--- src/rtl/adc_seq_pkg.sv ---
package adc_seq_pkg;

    typedef enum logic [2:0] {
        ST_IDLE,
        ST_LEAD,
        ST_LOW,
        ST_HIGH,
        ST_GAP
    } seq_state_e;

    localparam logic [1:0] PM_RSVD = 2'b00;
    localparam logic [1:0] PM_ON   = 2'b01;
    localparam logic [1:0] PM_AUTO = 2'b10;
    localparam logic [1:0] PM_CSDN = 2'b11;

    // Reserved code is mapped onto the always-on code.
    function automatic logic [1:0] pm_effective(input logic [1:0] pm);
        return (pm == PM_RSVD) ? PM_ON : pm;
    endfunction

endpackage

--- src/rtl/adc_seq_timer.sv ---
module adc_seq_timer #(
    parameter int CW = 8
) (
    input  logic          clk,
    input  logic          rst_n,
    input  logic          load,
    input  logic [CW-1:0] load_val,
    output logic          expired
);

    logic [CW-1:0] cnt_d, cnt_q;

    always_comb begin
        cnt_d = cnt_q;
        if (load) begin
            cnt_d = load_val;
        end else if (cnt_q != '0) begin
            cnt_d = cnt_q - 1'b1;
        end
    end

    always_ff @(posedge clk) begin
        if (!rst_n) begin
            cnt_q <= '0;
        end else begin
            cnt_q <= cnt_d;
        end
    end

    assign expired = (cnt_q == '0);

endmodule

--- src/rtl/adc_seq_shift.sv ---
module adc_seq_shift #(
    parameter int CTRL_BITS  = 8,
    parameter int FRAME_BITS = 16
) (
    input  logic                  clk,
    input  logic                  rst_n,
    input  logic                  load,
    input  logic [CTRL_BITS-1:0]  load_word,
    input  logic                  tx_step,
    input  logic                  rx_step,
    input  logic                  rx_bit,
    output logic                  din,
    output logic [FRAME_BITS-1:0] rx_word
);

    typedef struct packed {
        logic [CTRL_BITS-1:0]  tx;
        logic                  din;
        logic [FRAME_BITS-1:0] rx;
    } shift_t;

    shift_t s_d, s_q;

    always_comb begin
        s_d = s_q;
        if (load) begin
            s_d.tx  = load_word;
            s_d.din = 1'b0;
        end else if (tx_step) begin
            s_d.din = s_q.tx[CTRL_BITS-1];
            s_d.tx  = {s_q.tx[CTRL_BITS-2:0], 1'b0};
        end
        if (rx_step) begin
            s_d.rx = {s_q.rx[FRAME_BITS-2:0], rx_bit};
        end
    end

    always_ff @(posedge clk) begin
        if (!rst_n) begin
            s_q <= '0;
        end else begin
            s_q <= s_d;
        end
    end

    assign din     = s_q.din;
    assign rx_word = s_q.rx;

endmodule

--- src/rtl/adc_seq_fsm.sv ---
module adc_seq_fsm
    import adc_seq_pkg::*;
#(
    parameter int FRAME_BITS = 16,
    parameter int CTRL_BITS  = 8,
    parameter int CLK_DIV    = 4,
    parameter int WAKE_CYC   = 1250,
    parameter int CW         = 11,
    localparam int CFG_W     = CTRL_BITS - 2,
    localparam int BW        = $clog2(FRAME_BITS)
) (
    input  logic                  clk,
    input  logic                  rst_n,
    input  logic                  start,
    input  logic [1:0]            pm_sel,
    input  logic [CFG_W-1:0]      cfg,
    input  logic                  wake_dummy,
    input  logic                  expired,
    input  logic [FRAME_BITS-1:0] rx_word,
    output logic                  tmr_load,
    output logic [CW-1:0]         tmr_val,
    output logic                  ld_ctrl,
    output logic [CTRL_BITS-1:0]  ctrl_word,
    output logic                  tx_step,
    output logic                  rx_step,
    output logic                  cs_n,
    output logic                  sclk,
    output logic                  busy,
    output logic                  valid,
    output logic [FRAME_BITS-1:0] result
);

    localparam logic [CW-1:0] T_HALF = CW'(CLK_DIV - 1);
    localparam logic [CW-1:0] T_WAKE = CW'(WAKE_CYC - 1);
    localparam logic [CW-1:0] T_GAP  = CW'(2 * CLK_DIV - 1);
    localparam logic [BW-1:0] LAST   = BW'(FRAME_BITS - 1);

    typedef struct packed {
        seq_state_e            st;
        logic [BW-1:0]         bit_idx;
        logic                  cs_n;
        logic                  sclk;
        logic                  busy;
        logic                  valid;
        logic [1:0]            pm;
        logic [CFG_W-1:0]      cfg;
        logic                  wd;
        logic                  dummy;
        logic [FRAME_BITS-1:0] result;
    } fsm_t;

    fsm_t q, n;
    logic launch;

    always_comb begin
        n         = q;
        n.valid   = 1'b0;
        launch    = 1'b0;
        tmr_load  = 1'b0;
        tmr_val   = T_HALF;
        tx_step   = 1'b0;
        rx_step   = 1'b0;
        case (q.st)
            ST_IDLE: begin
                if (start) begin
                    n.busy  = 1'b1;
                    n.pm    = pm_effective(pm_sel);
                    n.cfg   = cfg;
                    n.wd    = (pm_sel == PM_CSDN) && wake_dummy;
                    n.dummy = n.wd;
                    launch  = 1'b1;
                end
            end
            ST_LEAD: begin
                if (expired) begin
                    n.st     = ST_LOW;
                    n.sclk   = 1'b0;
                    tx_step  = 1'b1;
                    tmr_load = 1'b1;
                    tmr_val  = T_HALF;
                end
            end
            ST_LOW: begin
                if (expired) begin
                    n.st     = ST_HIGH;
                    n.sclk   = 1'b1;
                    rx_step  = 1'b1;
                    tmr_load = 1'b1;
                    // auto power-down: stretch the first high phase
                    tmr_val  = (q.bit_idx == '0 && q.pm == PM_AUTO) ? T_WAKE : T_HALF;
                end
            end
            ST_HIGH: begin
                if (expired) begin
                    tmr_load = 1'b1;
                    if (q.bit_idx == LAST) begin
                        n.st    = ST_GAP;
                        n.cs_n  = 1'b1;
                        tmr_val = T_GAP;
                    end else begin
                        n.bit_idx = q.bit_idx + 1'b1;
                        n.st      = ST_LOW;
                        n.sclk    = 1'b0;
                        tx_step   = 1'b1;
                        tmr_val   = T_HALF;
                    end
                end
            end
            ST_GAP: begin
                if (expired) begin
                    if (q.dummy) begin
                        n.dummy = 1'b0;
                        launch  = 1'b1;
                    end else begin
                        n.st     = ST_IDLE;
                        n.busy   = 1'b0;
                        n.valid  = 1'b1;
                        n.result = rx_word;
                    end
                end
            end
            default: n.st = ST_IDLE;
        endcase

        ld_ctrl   = launch;
        ctrl_word = {(n.dummy ? PM_ON : n.pm), n.cfg};
        if (launch) begin
            n.st      = ST_LEAD;
            n.cs_n    = 1'b0;
            n.bit_idx = '0;
            tmr_load  = 1'b1;
            // deselect power-down without a wake-up pair waits before clocking
            tmr_val   = (n.pm == PM_CSDN && !n.wd) ? T_WAKE : T_HALF;
        end
    end

    always_ff @(posedge clk) begin
        if (!rst_n) begin
            q        <= '0;
            q.st     <= ST_IDLE;
            q.cs_n   <= 1'b1;
            q.sclk   <= 1'b1;
        end else begin
            q <= n;
        end
    end

    assign cs_n   = q.cs_n;
    assign sclk   = q.sclk;
    assign busy   = q.busy;
    assign valid  = q.valid;
    assign result = q.result;

    // Checker-only counter of rising serial clock edges inside a frame.
    logic [BW:0] rise_cnt_q;
    always_ff @(posedge clk) begin
        if (!rst_n || q.cs_n) begin
            rise_cnt_q <= '0;
        end else if (n.sclk && !q.sclk) begin
            rise_cnt_q <= rise_cnt_q + 1'b1;
        end
    end

    p_idle_lines_r1: assert property (@(posedge clk) disable iff (!rst_n)
        !q.busy |-> (q.cs_n && q.sclk));

    p_sclk_in_frame_r2: assert property (@(posedge clk) disable iff (!rst_n)
        $fell(q.sclk) |-> !q.cs_n);

    p_frame_len_r2: assert property (@(posedge clk) disable iff (!rst_n)
        $rose(q.cs_n) |-> (rise_cnt_q == (BW+1)'(FRAME_BITS)));

    p_valid_pulse_r5: assert property (@(posedge clk) disable iff (!rst_n)
        q.valid |=> !q.valid);

    p_busy_end_r5: assert property (@(posedge clk) disable iff (!rst_n)
        $fell(q.busy) |-> q.valid);

endmodule

--- src/rtl/adc_conv_seq.sv ---
module adc_conv_seq #(
    parameter int FRAME_BITS = 16,
    parameter int CTRL_BITS  = 8,
    parameter int CLK_DIV    = 4,
    parameter int WAKE_CYC   = 1250,
    localparam int CFG_W     = CTRL_BITS - 2,
    localparam int MAX_T     = (WAKE_CYC > 2 * CLK_DIV) ? WAKE_CYC : 2 * CLK_DIV,
    localparam int CW        = $clog2(MAX_T + 1)
) (
    input  logic                  clk,
    input  logic                  rst_n,
    input  logic                  start,
    input  logic [1:0]            pm_sel,
    input  logic [CFG_W-1:0]      cfg,
    input  logic                  wake_dummy,
    input  logic                  adc_dout,
    output logic                  adc_cs_n,
    output logic                  adc_sclk,
    output logic                  adc_din,
    output logic [FRAME_BITS-1:0] result,
    output logic                  result_valid,
    output logic                  busy
);

    logic                  tmr_load;
    logic [CW-1:0]         tmr_val;
    logic                  tmr_expired;
    logic                  ld_ctrl;
    logic [CTRL_BITS-1:0]  ctrl_word;
    logic                  tx_step;
    logic                  rx_step;
    logic [FRAME_BITS-1:0] rx_word;

    adc_seq_timer #(
        .CW (CW)
    ) u_timer (
        .clk      (clk),
        .rst_n    (rst_n),
        .load     (tmr_load),
        .load_val (tmr_val),
        .expired  (tmr_expired)
    );

    adc_seq_shift #(
        .CTRL_BITS  (CTRL_BITS),
        .FRAME_BITS (FRAME_BITS)
    ) u_shift (
        .clk       (clk),
        .rst_n     (rst_n),
        .load      (ld_ctrl),
        .load_word (ctrl_word),
        .tx_step   (tx_step),
        .rx_step   (rx_step),
        .rx_bit    (adc_dout),
        .din       (adc_din),
        .rx_word   (rx_word)
    );

    adc_seq_fsm #(
        .FRAME_BITS (FRAME_BITS),
        .CTRL_BITS  (CTRL_BITS),
        .CLK_DIV    (CLK_DIV),
        .WAKE_CYC   (WAKE_CYC),
        .CW         (CW)
    ) u_fsm (
        .clk        (clk),
        .rst_n      (rst_n),
        .start      (start),
        .pm_sel     (pm_sel),
        .cfg        (cfg),
        .wake_dummy (wake_dummy),
        .expired    (tmr_expired),
        .rx_word    (rx_word),
        .tmr_load   (tmr_load),
        .tmr_val    (tmr_val),
        .ld_ctrl    (ld_ctrl),
        .ctrl_word  (ctrl_word),
        .tx_step    (tx_step),
        .rx_step    (rx_step),
        .cs_n       (adc_cs_n),
        .sclk       (adc_sclk),
        .busy       (busy),
        .valid      (result_valid),
        .result     (result)
    );

endmodule

--- config.mk ---
export PLATFORM = sky130hd
export DESIGN_NAME = adc_conv_seq
export DESIGN_NICKNAME = d
export VERILOG_FILES = /design/src/rtl/adc_seq_pkg.sv /design/src/rtl/adc_seq_timer.sv /design/src/rtl/adc_seq_shift.sv /design/src/rtl/adc_seq_fsm.sv /design/src/rtl/adc_conv_seq.sv
export SDC_FILE = /design/constraint.sdc
export NUM_CORES = 1
export LEC_CHECK = 0
export CAP_MARGIN = 20
export CORE_MARGIN = 10
export CORE_UTILIZATION = 30
export DETAILED_ROUTE_END_ITERATION = 16
export GPL_TIMING_DRIVEN = 0
export SETUP_SLACK_MARGIN = 0.1
export SLEW_MARGIN = 10
export SYNTH_ARGS = -nofsm -noshare
export SYNTH_HDL_FRONTEND = slang
export SYNTH_SLANG_ARGS = --single-unit
--- constraint.sdc ---
create_clock -name clk -period 2 [get_ports clk]
set_input_delay 0.5 -clock clk [delete_from_list [all_inputs] [get_ports clk]]
set_output_delay 0.5 -clock clk [all_outputs]
set_load 0.02 [all_outputs]
# Word-level counts from Yosys, hierarchy flattened
# Cells that the tools add are included.
[totals]
in_bits = 13
n_memories = 0
output_inout_bits = 21
elab_cells = 117
romBits = 0
ram_bits = 0
regBits = 73
latchBits = 0
[op_classes]
n_lt_le_gt_ge = 0
eq_ne = 21
mux = 48
n_addsub = 2
n_mul = 0
shift = 0
n_div = 0
n_reduce_logical = 26
n_bitwise = 4
[op_table]
columns = ["op", "n"]
rows = [
  ["$mux 11", 7],
  ["$mux 9", 4],
  ["$pmux 11 s2", 1],
  ["$mux 3", 6],
  ["$mux 17", 1],
  ["$mux 16", 1],
  ["$ne 2x2->1 const B", 8],
  ["$ne 3x3->1 const B", 5],
  ["$pmux 3 s5", 1],
  ["$mux 1", 14],
  ["$reduce_and 3->1", 4],
  ["$reduce_and 6->1", 2],
  ["$reduce_bool 2->1", 6],
  ["$logic_not 11->1", 1],
  ["$reduce_bool 11->1", 1],
  ["$sub 11x1->11 const B", 1],
  ["$mux 10", 1],
  ["$mux 2", 4],
  ["$pmux 1 s2", 4],
  ["$eq 2x2->1 const B", 3],
  ["$eq 3x2->1 const B", 2],
  ["$mux 6", 1],
  ["$mux 5", 1],
  ["$reduce_and 5->1", 1],
  ["16 further kinds", 21],
]

# Longest topological paths before layout
[depth]
ltp_word = 9
mapped_depth = 9
ltp_nobuf = 7

# By module
# A second synthesis with hierarchy kept.
[hier_totals]
cells_unflattened = 402
area_unflattened_um2 = 3764.9
[modules_own_cells]
columns = ["module", "seq_area_each_um2", "cells_per_inst", "area_per_inst_um2", "n_inst"]
rows = [
  ["adc_seq_fsm", 740.7, 224, 1978.1, 1],
  ["adc_seq_shift", 500.5, 105, 1153.6, 1],
  ["adc_seq_timer", 220.2, 73, 633.1, 1],
]

# Worst setup path after synthesis
# OpenSTA, ideal clock, no wires.
[synth_timing]
path_kind = "reg2reg"
from = "register u_timer.cnt_q[0]"
to = "register u_shift.s_q[18] (netlist bit)"
path_stages_with_launch = 8
path_slack_ns = -0.078
t_required_ns = 1.884
arrival_ns = 1.961
setup_ns = 0.116
cell_sequence = "dfxtp_1 inv_1 ha_1 nor3b_2 nand4_1 nor2_4 mux2_2 o211a_1"
[synth_via]
elab_chain_cells = 4
[synth_lines]
columns = ["element", "line", "source"]
rows = [
  ["from (decl)", "adc_seq_timer.sv:11", "logic [CW-1:0] cnt_d, cnt_q;"],
  ["from (signal assigned)", "adc_seq_timer.sv:26", "cnt_q <= cnt_d;"],
  ["$logic_not 11->1 *", "adc_seq_timer.sv:30", "assign expired = (cnt_q == '0);"],
  ["$mux 1, on equally long branches", "adc_seq_fsm.sv:110, adc_seq_fsm.sv:75, adc_seq_fsm.sv:94", ""],
  ["$pmux 1 s2", "adc_seq_fsm.sv:63", "case (q.st)"],
  ["$mux 9 or $reduce_bool 2->1 (tied branches)", "n/a", ""],
  ["to (signal assigned)", "adc_seq_shift.sv:40", "s_q <= '0;"],
  ["to (signal assigned)", "adc_seq_shift.sv:42", "s_q <= s_d;"],
  ["to (decl)", "adc_seq_shift.sv:22", "shift_t s_d, s_q;"],
]
# Mark *: on every way between the ends. The rest lies on a longest branch, timed or not.
# A chain may end at the register's enable or synchronous reset.

# Final worst setup path
[layout_timing]
from = "register u_timer.cnt_q[4]"
to = "register u_shift.s_q[19] (netlist bit)"
# Same word-level chain as after synthesis.

==> impl_results.md <==
- Status: completed
- Crit path cell chain: or4_4, nor4_4, buf_4, a211oi_4, a22o_1, a22o_1
- Clock buffer depth: 2
- Fmax: 524 MHz
- FF-to-FF Start: u_timer.cnt_q[4]$_SDFFE_PN0P_
- RD Place Congestion: 0.820
- Detailed-route vias per instance: 4.79
- Synth top area share: 0.433
- Placed Instances: 554
- Worst reg2reg endpoint: u_shift.s_q[19]$_SDFFE_PN0P_
- Synth Flop Type: dfxtp_1
- Core area: 10,900 um2
- DIE AREA: 15,900 um2
- Global Route Usage Sum: 0.106
- Most used cell, CP: a22o_1
- Final Hold Viols: 0
- Final WL: 8740 um
- Clk pin slew, worst setup/hold paths: 0.06 ns
- TNS Setup: 0 ns
- Clock root cell: clkbuf_16
- Hold EP: u_fsm.result[6]$_SDFFE_PN0P_
- Initial drt markers: 104
- Delay-heaviest family, CP: simple AND/OR/NAND/NOR gates
- Top post-synthesis cells by area: dfxtp_1 (43%), nand2_1 (9.5%), a21boi_0 (8.0%)
- Routed Antenna Nets: 0
- Final nets: 471
- Critical path depth: 6
- Fin. max-slew vios: 0
- Fin util: 0.445
- MaxCap Viol Count: 0
- Initial Util: 0.308
- WP buf/inv: 1
- R2R depth: 6
- Max stage delay on crit path: 0.55 ns
- Layout Cells excl Fill: 600
- Slowest cell on crit path: or4_4
- Die Y: 126 um
- Slew HR: 0.572
- Total power: 5.93 mW
- Worst Setup Start Kind: flip-flop
- Inserted Diodes: 0
- Wire length per cell: 14.6 um
- Sequential area share after synthesis: 0.433
- DR pass1 iterations: 4
- Fin Clk Skew: 0.00774 ns
- Area growth, synth to finish: 44.4%
- Tmin final: 1.91 ns
- Commonest non-fill, non-tap cell in the layout: nand2_1
- Largest net degree at the start of global routing: 14
- Required time of the critical path: 2.22 ns
- GRT Residual Overflow: 0
- Crit. End Element: flip-flop
- Crit path DAT: 2.13 ns
- Synth area leader: dfxtp_1
- Peak VDD IR: 569 uV
- DP HPWL: 5730 um
- H-tree depth: 3
- Seq cells post-synth: 73
- Library cells used by synthesis: 58
- Hold/Removal Path Class: reg2reg
- Vias in the first global route: 2,866
- Hold_buf cts: 0
- Dpl cell area: 3920 um2
- Design Area, Final: 4870 um2
- Clk sinks: 73
- Cells after synthesis: 381
- Number of flops mapped to enable cells by yosys: 0
- Syn_area_per_cell: 8.85 um2
- Port bufs: 33
- Worst Hold Depth: 2
- Post-Syn Area: 3370 um2
- Detailed-route DRC error count: 0
- Commonest cells after routing, fill and taps aside: nand2_1 (67), dfxtp_1 (65), buf_4 (43)
- Synth warnings: 0
- Initial antenna violation count: 0
- Asr flop ratio synth: 0
- CTS tree: yes
- Worst skew pair latency: 0.33 ns
- Net Count, Synth: 397
- Row cnt: 38
- Share of cells above drive strength 1: 0.317
- Critical path fanouts, max: 7
- Io pins: 34
- CTS buffer count: 9
- R2r setup slk: 0.09 ns
- Die X: 126 um
- Final Cycle Share: 0.954
- CP Class: reg2reg
- Setup Viol. Count Final: 0
- First-pass GRT wire length: 14,100 um
- RSZ-0062 raised after global routing: true
- Leak: 1.99 nW
- Tightest Pin Transition: 0.642 ns
- Pwr per Cell Area: 1220 nW/um2
- Hold path startpoint: u_fsm.result[6]$_SDFFE_PN0P_
- Vias: 2,872
==> Yosys cell counts (2+ instances only) <==
cell type,instances
mux2_2,5
ha_1,3
nor4_1,2
and2_1,7
clkbuf_1,10
and3_1,2
a22oi_1,5
nor2b_1,3
nand3_1,6
a21boi_0,36
nand2_1,85
nor3_1,8
inv_1,4
a21oi_1,11
nand3b_1,4
buf_2,8
a21boi_1,8
nor2_1,16
o211a_1,2
nand2b_1,2
buf_4,17
o21ai_0,7
a211oi_1,3
or3_1,5
or3b_2,2
o31ai_1,4
xnor2_1,6
dfxtp_1,73
o2bb2ai_1,2
a22o_1,3
nor3_4,2
mux2i_1,4
==> power breakdown <==
part	switching, mW	internal (mW)
clock network	0.624	1.26
registers	0.193	1.65
logic	1.14	1.08
==> flip-flops by register name, summed over array words and instances (netlist names) <==
| name | flops |
|---|---|
| u_timer.cnt_q | 11 |
| u_fsm.cs_n | 1 |
| u_fsm.valid | 1 |
| u_fsm.q | 17 |
| u_fsm.result | 16 |
| u_shift.s_q | 8 |
| u_fsm.sclk | 1 |
| u_fsm.busy | 1 |
| u_shift.rx_word | 16 |
| u_shift.din | 1 |
==> stage by stage <==
stage               setup slack, ns  hold WS, ns
floorplan                    0.0886        0.436
global placement             -0.532        0.454
detailed placement           -0.578        0.458
CTS                          0.0396        0.467
global route                 0.0133        0.479
finish                       0.0924        0.454
==> worst max-delay path by stage <==
stage | start | to | slack (ns)
after detailed placement | start | u_timer.cnt_q[7]$_SDFFE_PN0P_ | -0.58
after floorplan | u_timer.cnt_q[1]$_SDFFE_PN0P_ | u_shift.s_q[18]$_SDFFE_PN0P_ | 0.09
final | u_timer.cnt_q[4]$_SDFFE_PN0P_ | u_shift.s_q[19]$_SDFFE_PN0P_ | 0.09
after CTS | u_timer.cnt_q[0]$_SDFFE_PN0P_ | u_shift.s_q[18]$_SDFFE_PN0P_ | 0.04
after global placement | start | u_timer.cnt_q[5]$_SDFFE_PN0P_ | -0.53
after global routing | u_fsm.q[31]$_SDFFE_PP0P_ | u_shift.s_q[19]$_SDFFE_PN0P_ | 0.01
==> logic make-up (layout without fill, tap and decap cells) <==
family,Yosys count,in the layout,synth area share
AO/OA/AOI/OAI,90,90,0.193
multiplexers,9,9,0.0286
flip-flops,73,73,0.433
XOR/XNOR,7,7,0.0182
AND/OR/NAND/NOR,158,158,0.243
adder cells (fa/ha/maj),3,3,0.0111
buffers and inverters,41,120,0.0727
==> layout make-up <==
type	count	area (um2)
Clock inverter	6	115
Inverter	4	15.0
Timing Repair Buffer	64	637
Sequential cell	73	1480
Buffer	36	282
Multi-Input combinational cell	267	1930
Clock buffer	10	239
Tap cell	140	175
Fill cell	1078	6070
==> tightest hold or removal path, stage by stage (launching register included) <==
cell and delay, ns:
dfxtp_1 0.31, nand2_1 0.05, a21boi_1 0.05
==> repair_timing <==
| action | CTS | global route |
|---|---|---|
| gates cloned | 1 | 1 |
| resized for setup | 42 | 83 |
| endpoints found under the setup margin | 66 | 66 |
| setup buffers | 20 | 9 |
| pin swaps | 22 | 14 |
==> routing by layer <==
| layer | wire [um] | GRT usage | vias to the layer above |
|---|---|---|---|
| met1 | 4050 | 0.127 | 1338 |
| met4 | 187 | 0.0516 | 0 |
| met2 | 4100 | 0.169 | 61 |
| li1 | - | - | 1457 |
| met5 | 0 | 0 | - |
| met3 | 404 | 0.0315 | 16 |
Power figures use the tool's default switching activity.
